File: src/rtl/vipt_pkg.sv
// Shared types for the virtually indexed, physically tagged read path.
package vipt_pkg;

    // Outcome of one lookup, registered into the response stage.
    typedef enum logic [1:0] {
        LK_IDLE       = 2'd0,
        LK_TLB_MISS   = 2'd1,
        LK_CACHE_MISS = 2'd2,
        LK_HIT        = 2'd3
    } lk_outcome_e;

endpackage

File: src/rtl/vipt_tlb.sv
// Fully associative translation buffer.
// Does: combinational lookup of a virtual page number; a fill writes the
// next slot in round-robin order.
// Assumes: software never holds the same page number in two slots, so at
// most one slot matches and an AND-OR merge of the matches is exact.
module vipt_tlb #(
    parameter int ENTRIES = 4,
    parameter int VPN_W   = 4,
    parameter int PPN_W   = 4
) (
    input  logic             clk,
    input  logic             rst_n,
    input  logic [VPN_W-1:0] lk_vpn,
    output logic             lk_hit,
    output logic [PPN_W-1:0] lk_ppn,
    input  logic             fill_en,
    input  logic [VPN_W-1:0] fill_vpn,
    input  logic [PPN_W-1:0] fill_ppn
);
    localparam int PTR_W = (ENTRIES > 1) ? $clog2(ENTRIES) : 1;

    logic [VPN_W-1:0]   vpn_q [ENTRIES];
    logic [PPN_W-1:0]   ppn_q [ENTRIES];
    logic [ENTRIES-1:0] vld_q;
    logic [PTR_W-1:0]   ptr_q;
    logic [ENTRIES-1:0] match;

    // Valid bits and round-robin slot pointer.
    always_ff @(posedge clk) begin
        if (!rst_n) begin
            vld_q <= '0;
            ptr_q <= '0;
        end else if (fill_en) begin
            vld_q[ptr_q] <= 1'b1;
            ptr_q <= (ptr_q == PTR_W'(ENTRIES - 1)) ? '0 : ptr_q + 1'b1;
        end
    end

    // Translation payload of the slot being filled.
    always_ff @(posedge clk) begin
        if (fill_en) begin
            vpn_q[ptr_q] <= fill_vpn;
            ppn_q[ptr_q] <= fill_ppn;
        end
    end

    for (genvar e = 0; e < ENTRIES; e++) begin : g_cmp
        assign match[e] = vld_q[e] && (vpn_q[e] == lk_vpn);
    end

    // Merge the matching slot's physical page number.
    always_comb begin
        lk_ppn = '0;
        for (int e = 0; e < ENTRIES; e++) begin
            if (match[e]) lk_ppn = lk_ppn | ppn_q[e];
        end
        lk_hit = |match;
    end
endmodule

File: src/rtl/vipt_tag_store.sv
// Set-associative tag, valid and line storage.
// Does: reads all ways of one set combinationally; a fill writes one line
// into the set's round-robin victim way.
// Assumes: the fill set index comes from the physical address and the
// lookup index from the virtual address, which agree inside a page.
module vipt_tag_store #(
    parameter int SETS   = 8,
    parameter int WAYS   = 2,
    parameter int TAG_W  = 5,
    parameter int LINE_W = 64
) (
    input  logic                       clk,
    input  logic                       rst_n,
    input  logic [$clog2(SETS)-1:0]    lk_set,
    output logic [WAYS-1:0]            rd_vld,
    output logic [WAYS*TAG_W-1:0]      rd_tags,
    output logic [WAYS*LINE_W-1:0]     rd_lines,
    input  logic                       fill_en,
    input  logic [$clog2(SETS)-1:0]    fill_set,
    input  logic [TAG_W-1:0]           fill_tag,
    input  logic [LINE_W-1:0]          fill_line
);
    localparam int VW = (WAYS > 1) ? $clog2(WAYS) : 1;

    logic [TAG_W-1:0]  tag_q    [SETS][WAYS];
    logic [LINE_W-1:0] line_q   [SETS][WAYS];
    logic [WAYS-1:0]   vld_q    [SETS];
    logic [VW-1:0]     victim_q [SETS];

    // Valid bits and per-set replacement pointer.
    always_ff @(posedge clk) begin
        if (!rst_n) begin
            for (int s = 0; s < SETS; s++) begin
                vld_q[s]    <= '0;
                victim_q[s] <= '0;
            end
        end else if (fill_en) begin
            vld_q[fill_set][victim_q[fill_set]] <= 1'b1;
            victim_q[fill_set] <= (victim_q[fill_set] == VW'(WAYS - 1)) ?
                                  '0 : victim_q[fill_set] + 1'b1;
        end
    end

    // Tag and line payload of the victim way.
    always_ff @(posedge clk) begin
        if (fill_en) begin
            tag_q[fill_set][victim_q[fill_set]]  <= fill_tag;
            line_q[fill_set][victim_q[fill_set]] <= fill_line;
        end
    end

    // Present every way of the indexed set.
    always_comb begin
        rd_vld = vld_q[lk_set];
        for (int w = 0; w < WAYS; w++) begin
            rd_tags[w*TAG_W +: TAG_W]    = tag_q[lk_set][w];
            rd_lines[w*LINE_W +: LINE_W] = line_q[lk_set][w];
        end
    end
endmodule

File: src/rtl/vipt_way_match.sv
// Physical tag comparison across the ways of one set.
// Does: flags a hit only if translation succeeded and a valid way holds
// the compare tag, and returns that way's line.
// Assumes: at most one way of a set holds a given tag.
module vipt_way_match #(
    parameter int WAYS   = 2,
    parameter int TAG_W  = 5,
    parameter int LINE_W = 64
) (
    input  logic                   tlb_hit,
    input  logic [TAG_W-1:0]       cmp_tag,
    input  logic [WAYS-1:0]        way_vld,
    input  logic [WAYS*TAG_W-1:0]  way_tags,
    input  logic [WAYS*LINE_W-1:0] way_lines,
    output logic                   hit,
    output logic [LINE_W-1:0]      line
);
    logic [WAYS-1:0] match;

    for (genvar w = 0; w < WAYS; w++) begin : g_way
        assign match[w] = way_vld[w] && (way_tags[w*TAG_W +: TAG_W] == cmp_tag);
    end

    // Merge the matching way's line and qualify with translation.
    always_comb begin
        line = '0;
        for (int w = 0; w < WAYS; w++) begin
            if (match[w]) line = line | way_lines[w*LINE_W +: LINE_W];
        end
        hit = tlb_hit && (|match);
    end
endmodule

File: src/rtl/vipt_cache.sv
// Top of the virtually indexed, physically tagged L1 read path.
// Does: indexes the set with page-offset bits of the virtual address while
// the translation buffer maps the page number in the same cycle; compares
// the physical tag and registers a one-cycle response.
// Assumes: word-granular addresses, WORDS and SETS powers of two, WORDS >= 2.
module vipt_cache
    import vipt_pkg::*;
#(
    parameter int DATA_W      = 16,
    parameter int WORDS       = 4,
    parameter int SETS        = 8,
    parameter int WAYS        = 2,
    parameter int PAGE_OFF_W  = 6,
    parameter int VA_W        = 10,
    parameter int PA_W        = 10,
    parameter int TLB_ENTRIES = 4
) (
    input  logic                                clk,
    input  logic                                rst_n,
    input  logic                                req_valid,
    input  logic [VA_W-1:0]                     req_vaddr,
    input  logic                                tlb_fill_en,
    input  logic [VA_W-PAGE_OFF_W-1:0]          tlb_fill_vpn,
    input  logic [PA_W-PAGE_OFF_W-1:0]          tlb_fill_ppn,
    input  logic                                line_fill_en,
    input  logic [PA_W-$clog2(WORDS)-1:0]       line_fill_laddr,
    input  logic [WORDS*DATA_W-1:0]             line_fill_data,
    output logic                                rsp_valid,
    output logic                                rsp_hit,
    output logic                                rsp_tlb_miss,
    output logic [DATA_W-1:0]                   rsp_data
);
    localparam int LINE_OFF_W = $clog2(WORDS);
    localparam int IDX_W      = $clog2(SETS);
    localparam int VPN_W      = VA_W - PAGE_OFF_W;
    localparam int PPN_W      = PA_W - PAGE_OFF_W;
    localparam int SPARE_W    = PAGE_OFF_W - IDX_W - LINE_OFF_W;
    localparam int TAG_W      = PPN_W + SPARE_W;
    localparam int LINE_W     = WORDS * DATA_W;

    logic                  tlb_hit;
    logic [PPN_W-1:0]      tlb_ppn;
    logic [TAG_W-1:0]      cmp_tag;
    logic [WAYS-1:0]       way_vld;
    logic [WAYS*TAG_W-1:0] way_tags;
    logic [WAYS*LINE_W-1:0] way_lines;
    logic                  way_hit;
    logic [LINE_W-1:0]     hit_line;
    logic [LINE_OFF_W-1:0] word_sel;
    lk_outcome_e           out_d, out_q;
    logic [DATA_W-1:0]     data_d, data_q;

    // the set index and word offset must fit inside the page offset.
    if (SPARE_W < 0) begin : g_bad_geometry
        $error("vipt_cache: set index and line offset exceed the page offset");
    end else if (SPARE_W > 0) begin : g_spare
        assign cmp_tag = {tlb_ppn, req_vaddr[PAGE_OFF_W-1 -: SPARE_W]};
    end else begin : g_no_spare
        assign cmp_tag = tlb_ppn;
    end

    assign word_sel = req_vaddr[LINE_OFF_W-1:0];

    vipt_tlb #(
        .ENTRIES (TLB_ENTRIES),
        .VPN_W   (VPN_W),
        .PPN_W   (PPN_W)
    ) u_tlb (
        .clk      (clk),
        .rst_n    (rst_n),
        .lk_vpn   (req_vaddr[VA_W-1 -: VPN_W]),
        .lk_hit   (tlb_hit),
        .lk_ppn   (tlb_ppn),
        .fill_en  (tlb_fill_en),
        .fill_vpn (tlb_fill_vpn),
        .fill_ppn (tlb_fill_ppn)
    );

    vipt_tag_store #(
        .SETS   (SETS),
        .WAYS   (WAYS),
        .TAG_W  (TAG_W),
        .LINE_W (LINE_W)
    ) u_store (
        .clk       (clk),
        .rst_n     (rst_n),
        .lk_set    (req_vaddr[LINE_OFF_W +: IDX_W]),
        .rd_vld    (way_vld),
        .rd_tags   (way_tags),
        .rd_lines  (way_lines),
        .fill_en   (line_fill_en),
        .fill_set  (line_fill_laddr[IDX_W-1:0]),
        .fill_tag  (line_fill_laddr[IDX_W +: TAG_W]),
        .fill_line (line_fill_data)
    );

    vipt_way_match #(
        .WAYS   (WAYS),
        .TAG_W  (TAG_W),
        .LINE_W (LINE_W)
    ) u_match (
        .tlb_hit   (tlb_hit),
        .cmp_tag   (cmp_tag),
        .way_vld   (way_vld),
        .way_tags  (way_tags),
        .way_lines (way_lines),
        .hit       (way_hit),
        .line      (hit_line)
    );

    // Classify the lookup and pick the returned word.
    always_comb begin
        data_d = '0;
        if (!req_valid)    out_d = LK_IDLE;
        else if (!tlb_hit) out_d = LK_TLB_MISS;
        else if (way_hit)  out_d = LK_HIT;
        else               out_d = LK_CACHE_MISS;
        if (out_d == LK_HIT) data_d = hit_line[word_sel*DATA_W +: DATA_W];
    end

    // Response register stage.
    always_ff @(posedge clk) begin
        if (!rst_n) begin
            out_q  <= LK_IDLE;
            data_q <= '0;
        end else begin
            out_q  <= out_d;
            data_q <= data_d;
        end
    end

    assign rsp_valid    = (out_q != LK_IDLE);
    assign rsp_hit      = (out_q == LK_HIT);
    assign rsp_tlb_miss = (out_q == LK_TLB_MISS);
    assign rsp_data     = data_q;
endmodule

File: config.mk
export PLATFORM = sky130hd
export DESIGN_NAME = vipt_cache
export DESIGN_NICKNAME = d
export VERILOG_FILES = /design/src/rtl/vipt_pkg.sv /design/src/rtl/vipt_tlb.sv /design/src/rtl/vipt_tag_store.sv /design/src/rtl/vipt_way_match.sv /design/src/rtl/vipt_cache.sv
export SDC_FILE = /design/constraint.sdc
export NUM_CORES = 1
export LEC_CHECK = 0
export BUFFER_PORTS_ARGS = -buffer_cell sky130_fd_sc_hd__buf_2
export CORE_UTILIZATION = 30
export DETAILED_ROUTE_END_ITERATION = 10
export SYNTH_ARGS = -nofsm -noshare
export SYNTH_HDL_FRONTEND = slang
export SYNTH_SLANG_ARGS = --single-unit
File: constraint.sdc
create_clock -name clk -period 9.8 [get_ports clk]
set_input_delay 1.96 -clock clk [delete_from_list [all_inputs] [get_ports clk]]
set_output_delay 1.96 -clock clk [all_outputs]
set_load 0.01 [all_outputs]
==> results_dict.tcl <==
set metrics [dict create \
    layout_common_cells "1136 x edfxtp_1, 344 x mux4_2, 119 x clkbuf_16, 109 x buf_2, 50 x buf_4" \
    max_slew_margin 0.274 \
    route.detailed.drc 0 \
    highest_layer "met5" \
    postCtsSetupBuffers 0 \
    die_y_um 390 \
    dieWidth_um 390 \
    preCtsSetupSlack_ns 3.91 \
    worst-endpoint-required_ns 10.35 \
    cts_root_buf "clkbuf_16" \
    cp_slowest_cell "buf_4" \
    io_pins 114 \
    ir_worst_vdd_mv 0.148 \
    setup_viol 0 \
    ant_nets 0 \
    drt-total-wl_um 108000 \
    cts_tree "built" \
    setup-tns-final_ns 0 \
    gp_congestion 0.758 \
    drt-pass1-iter-count 7 \
    cp_max_fo 66 \
    p_clk_frac 0.426 \
    io_buffers 113 \
    syn_nets 1995 \
    vias_per_cell 4.97 \
    wirelength_met1_um 46800 \
    die_area_sq_mm 0.152 \
    p_switching_uw 2220 \
    clkTransAtPathRegs_ns 0.06 \
    grt_start_max_net_pins 106 \
    grt_pass1_wl_um 156000 \
    ctsHoldBuffers 0 \
    p_int_uw 8470 \
    p_leak_uw 0.0160 \
    initial_core_util 0.302 \
    whs_ns 0.468 \
    fillers 13700 \
    maxClockFrequency_mhz 196 \
    critPathKind "input pin to flop" \
    ys.flop_type "edfxtp_1" \
    nets 2173 \
    min_period_ns 5.11 \
    wl_met3_um 7050 \
    drt_iter0_markers 2264 \
    worst_pin_slew_ns 1.09 \
    grt_pass1_vias 21700 \
    outcome "completed" \
    multi_input_area_sq_mm 0.00977 \
    path_cells "buf_8 > buf_4 > mux4_2 > mux2i_1 > xor2_1 > nor2_4 > buf_4 > a32oi_2 > a32oi_1" \
    hold_viol 0 \
    ys_types 46 \
    syn_inst 1896 \
    grt_setup_unrepaired "false" \
    wl_met2_um 52100 \
    regArea_sq_mm 0.0351 \
    synth_edf_count 1136 \
    fin_crit_sh 0.521 \
    cp.arrival_ns 5.65 \
    hpwlAfterDp_um 60800 \
    cap_violations 0 \
    switching_share 0.207 \
    antenna_found_initial 32 \
    core_area_sq_mm 0.150 \
    drv_slew 0 \
    ys_ff_latch 1184 \
    layout.cells.non_filler 4193 \
    areaGrowthSynthToFinish_pct 15.8 \
    placed_cells 3971 \
    drive_gt1_frac 0.326 \
    placed_area_sq_mm 0.0484 \
    p_comb_frac 0.048 \
    worstSkewPairLatency_ns 0.70 \
    overflow 0 \
    slowest_delay_ns 0.70 \
    wl_per_cell_um 25.9 \
    yosysSeqAreaShare 0.776 \
    cts_buffers 117 \
    finClkSkew_ns 0.0272 \
    dr_total_vias 20900 \
    syn_area_per_cell_sq_um 23.8 \
    clockBufferDepth 3 \
    hp-class "flop to flop" \
    setup_slack_ns 4.69 \
    mostFrequentLayoutCell "edfxtp_1" \
    clock_sinks 1184 \
    row_count 142 \
    crit_path_frequent_cell "buf_4" \
    async_flop_share 0 \
    critPathCaptureType "flop" \
    postCtsResizedCells 0 \
    yosysWarningCount 0 \
    grt_usage 0.142 \
    seqPwrFrac 0.527 \
    start_kind "input pin" \
    postLayoutCellArea_sq_mm 0.0523 \
    powerDensity_mw_per_mm2 204 \
    htreeDepth 3 \
    synth_area_sq_mm 0.0452 \
]
[cell usage after synthesis, types with 4 or more instances]
library cell / count / share of area
xor2_1: 12 / 0.0023
nor3_1: 12 / 0.0013
a22oi_1: 5 / 0.00083
nand4_1: 46 / 0.0064
nor4_1: 4 / 0.00055
nand2_1: 8 / 0.00066
nor3b_1: 18 / 0.0030
xnor2_1: 12 / 0.0023
a32oi_1: 28 / 0.0054
nand2b_1: 4 / 0.00055
mux2i_1: 13 / 0.0029
nand3_1: 5 / 0.00055
a21oi_1: 4 / 0.00044
buf_2: 40 / 0.0044
ha_1: 4 / 0.0011
mux4_2: 344 / 0.17
edfxtp_1: 1136 / 0.76
clkbuf_1: 60 / 0.0050
o21a_1: 28 / 0.0047
inv_1: 8 / 0.00066
o31a_1: 4 / 0.00078
nor2b_1: 6 / 0.00083
nor2_1: 13 / 0.0011
dfxtp_1: 48 / 0.021
and2_1: 5 / 0.00069
[power groups by stage]
stage / clock network [uW] / logic, uW / registers, uW
after floorplan: 0 / 301 / 5740
after global placement: 0 / 501 / 5730
after detailed placement: 0 / 516 / 5740
after CTS: 4640 / 517 / 5630
after global routing: 4820 / 541 / 5630
final: 4550 / 508 / 5630
[sequential cells by signal, summed over array words and instances, names as in the netlist]
register	cells
u_store.vld_q	16
out_q	2
u_store.victim_q	8
u_tlb.vpn_q	16
u_tlb.vld_q	4
u_store.tag_q	80
rsp_data	16
u_tlb.ppn_q	16
u_store.line_q	1024
u_tlb.ptr_q	2
[cell type report]
cell class                 instances  share of cell area
clock inverter                    66              0.0146
clock buffer                     152              0.0606
timing repair buffer             163              0.0188
multi-input combinational        600               0.187
antenna                            4            0.000191
inverter                           8            0.000574
sequential                      1184               0.670
tap                             2016              0.0482
[routing by layer]
layer | track usage | vias up
met3 | 0.0301 | 186
met1 | 0.196 | 11300
met2 | 0.227 | 716
met4 | 0.0347 | 20
li1 | - | 8597
met5 | 0 | -
[path summary, 6_finish.rpt]
| check | depth (start not counted) | from | slack (ns) | end |
|---|---|---|---|---|
| setup / recovery | 9 | req_vaddr[2] | 4.69 | rsp_data[11]$_SDFF_PN0_ |
| hold / removal | 1 | u_store.vld_q[0][1]$_DFF_P_ | 0.47 | u_store.vld_q[0][1]$_DFF_P_ |
| setup reg to reg | 8 | u_store.victim_q[0]$_DFF_P_ | 6.34 | u_store.tag_q[6][8]$_DFFE_PP_ |
| hold reg to reg | 1 | u_store.vld_q[0][1]$_DFF_P_ | 0.47 | u_store.vld_q[0][1]$_DFF_P_ |
[worst max-delay path: cells and delay by family]
| kind | cells | cell delay (ns) |
|---|---|---|
| AND/OR/NAND/NOR | 1 | 0.06 |
| buffers and inverters | 3 | 1.51 |
| AO/OA/AOI/OAI | 2 | 0.75 |
| XOR/XNOR | 1 | 0.41 |
| multiplexers | 2 | 0.82 |
[through the flow]
step           power [uW]   util
3_3_place_gp         6230  0.323
3_5_place_dp         6250  0.323
5_1_grt             11000  0.350
4_1_cts             10800  0.350
6_report            10700  0.350
2_1_floorplan        6040      -
[cells by family after synthesis]
family          share of synthesized area
flops                               0.776
xor+xnor                          0.00465
fa+ha+maj                         0.00111
mux                                 0.174
buf+inv                            0.0106
simple gates                       0.0180
compound gates                     0.0149
(Power assumes the default switching activity.)
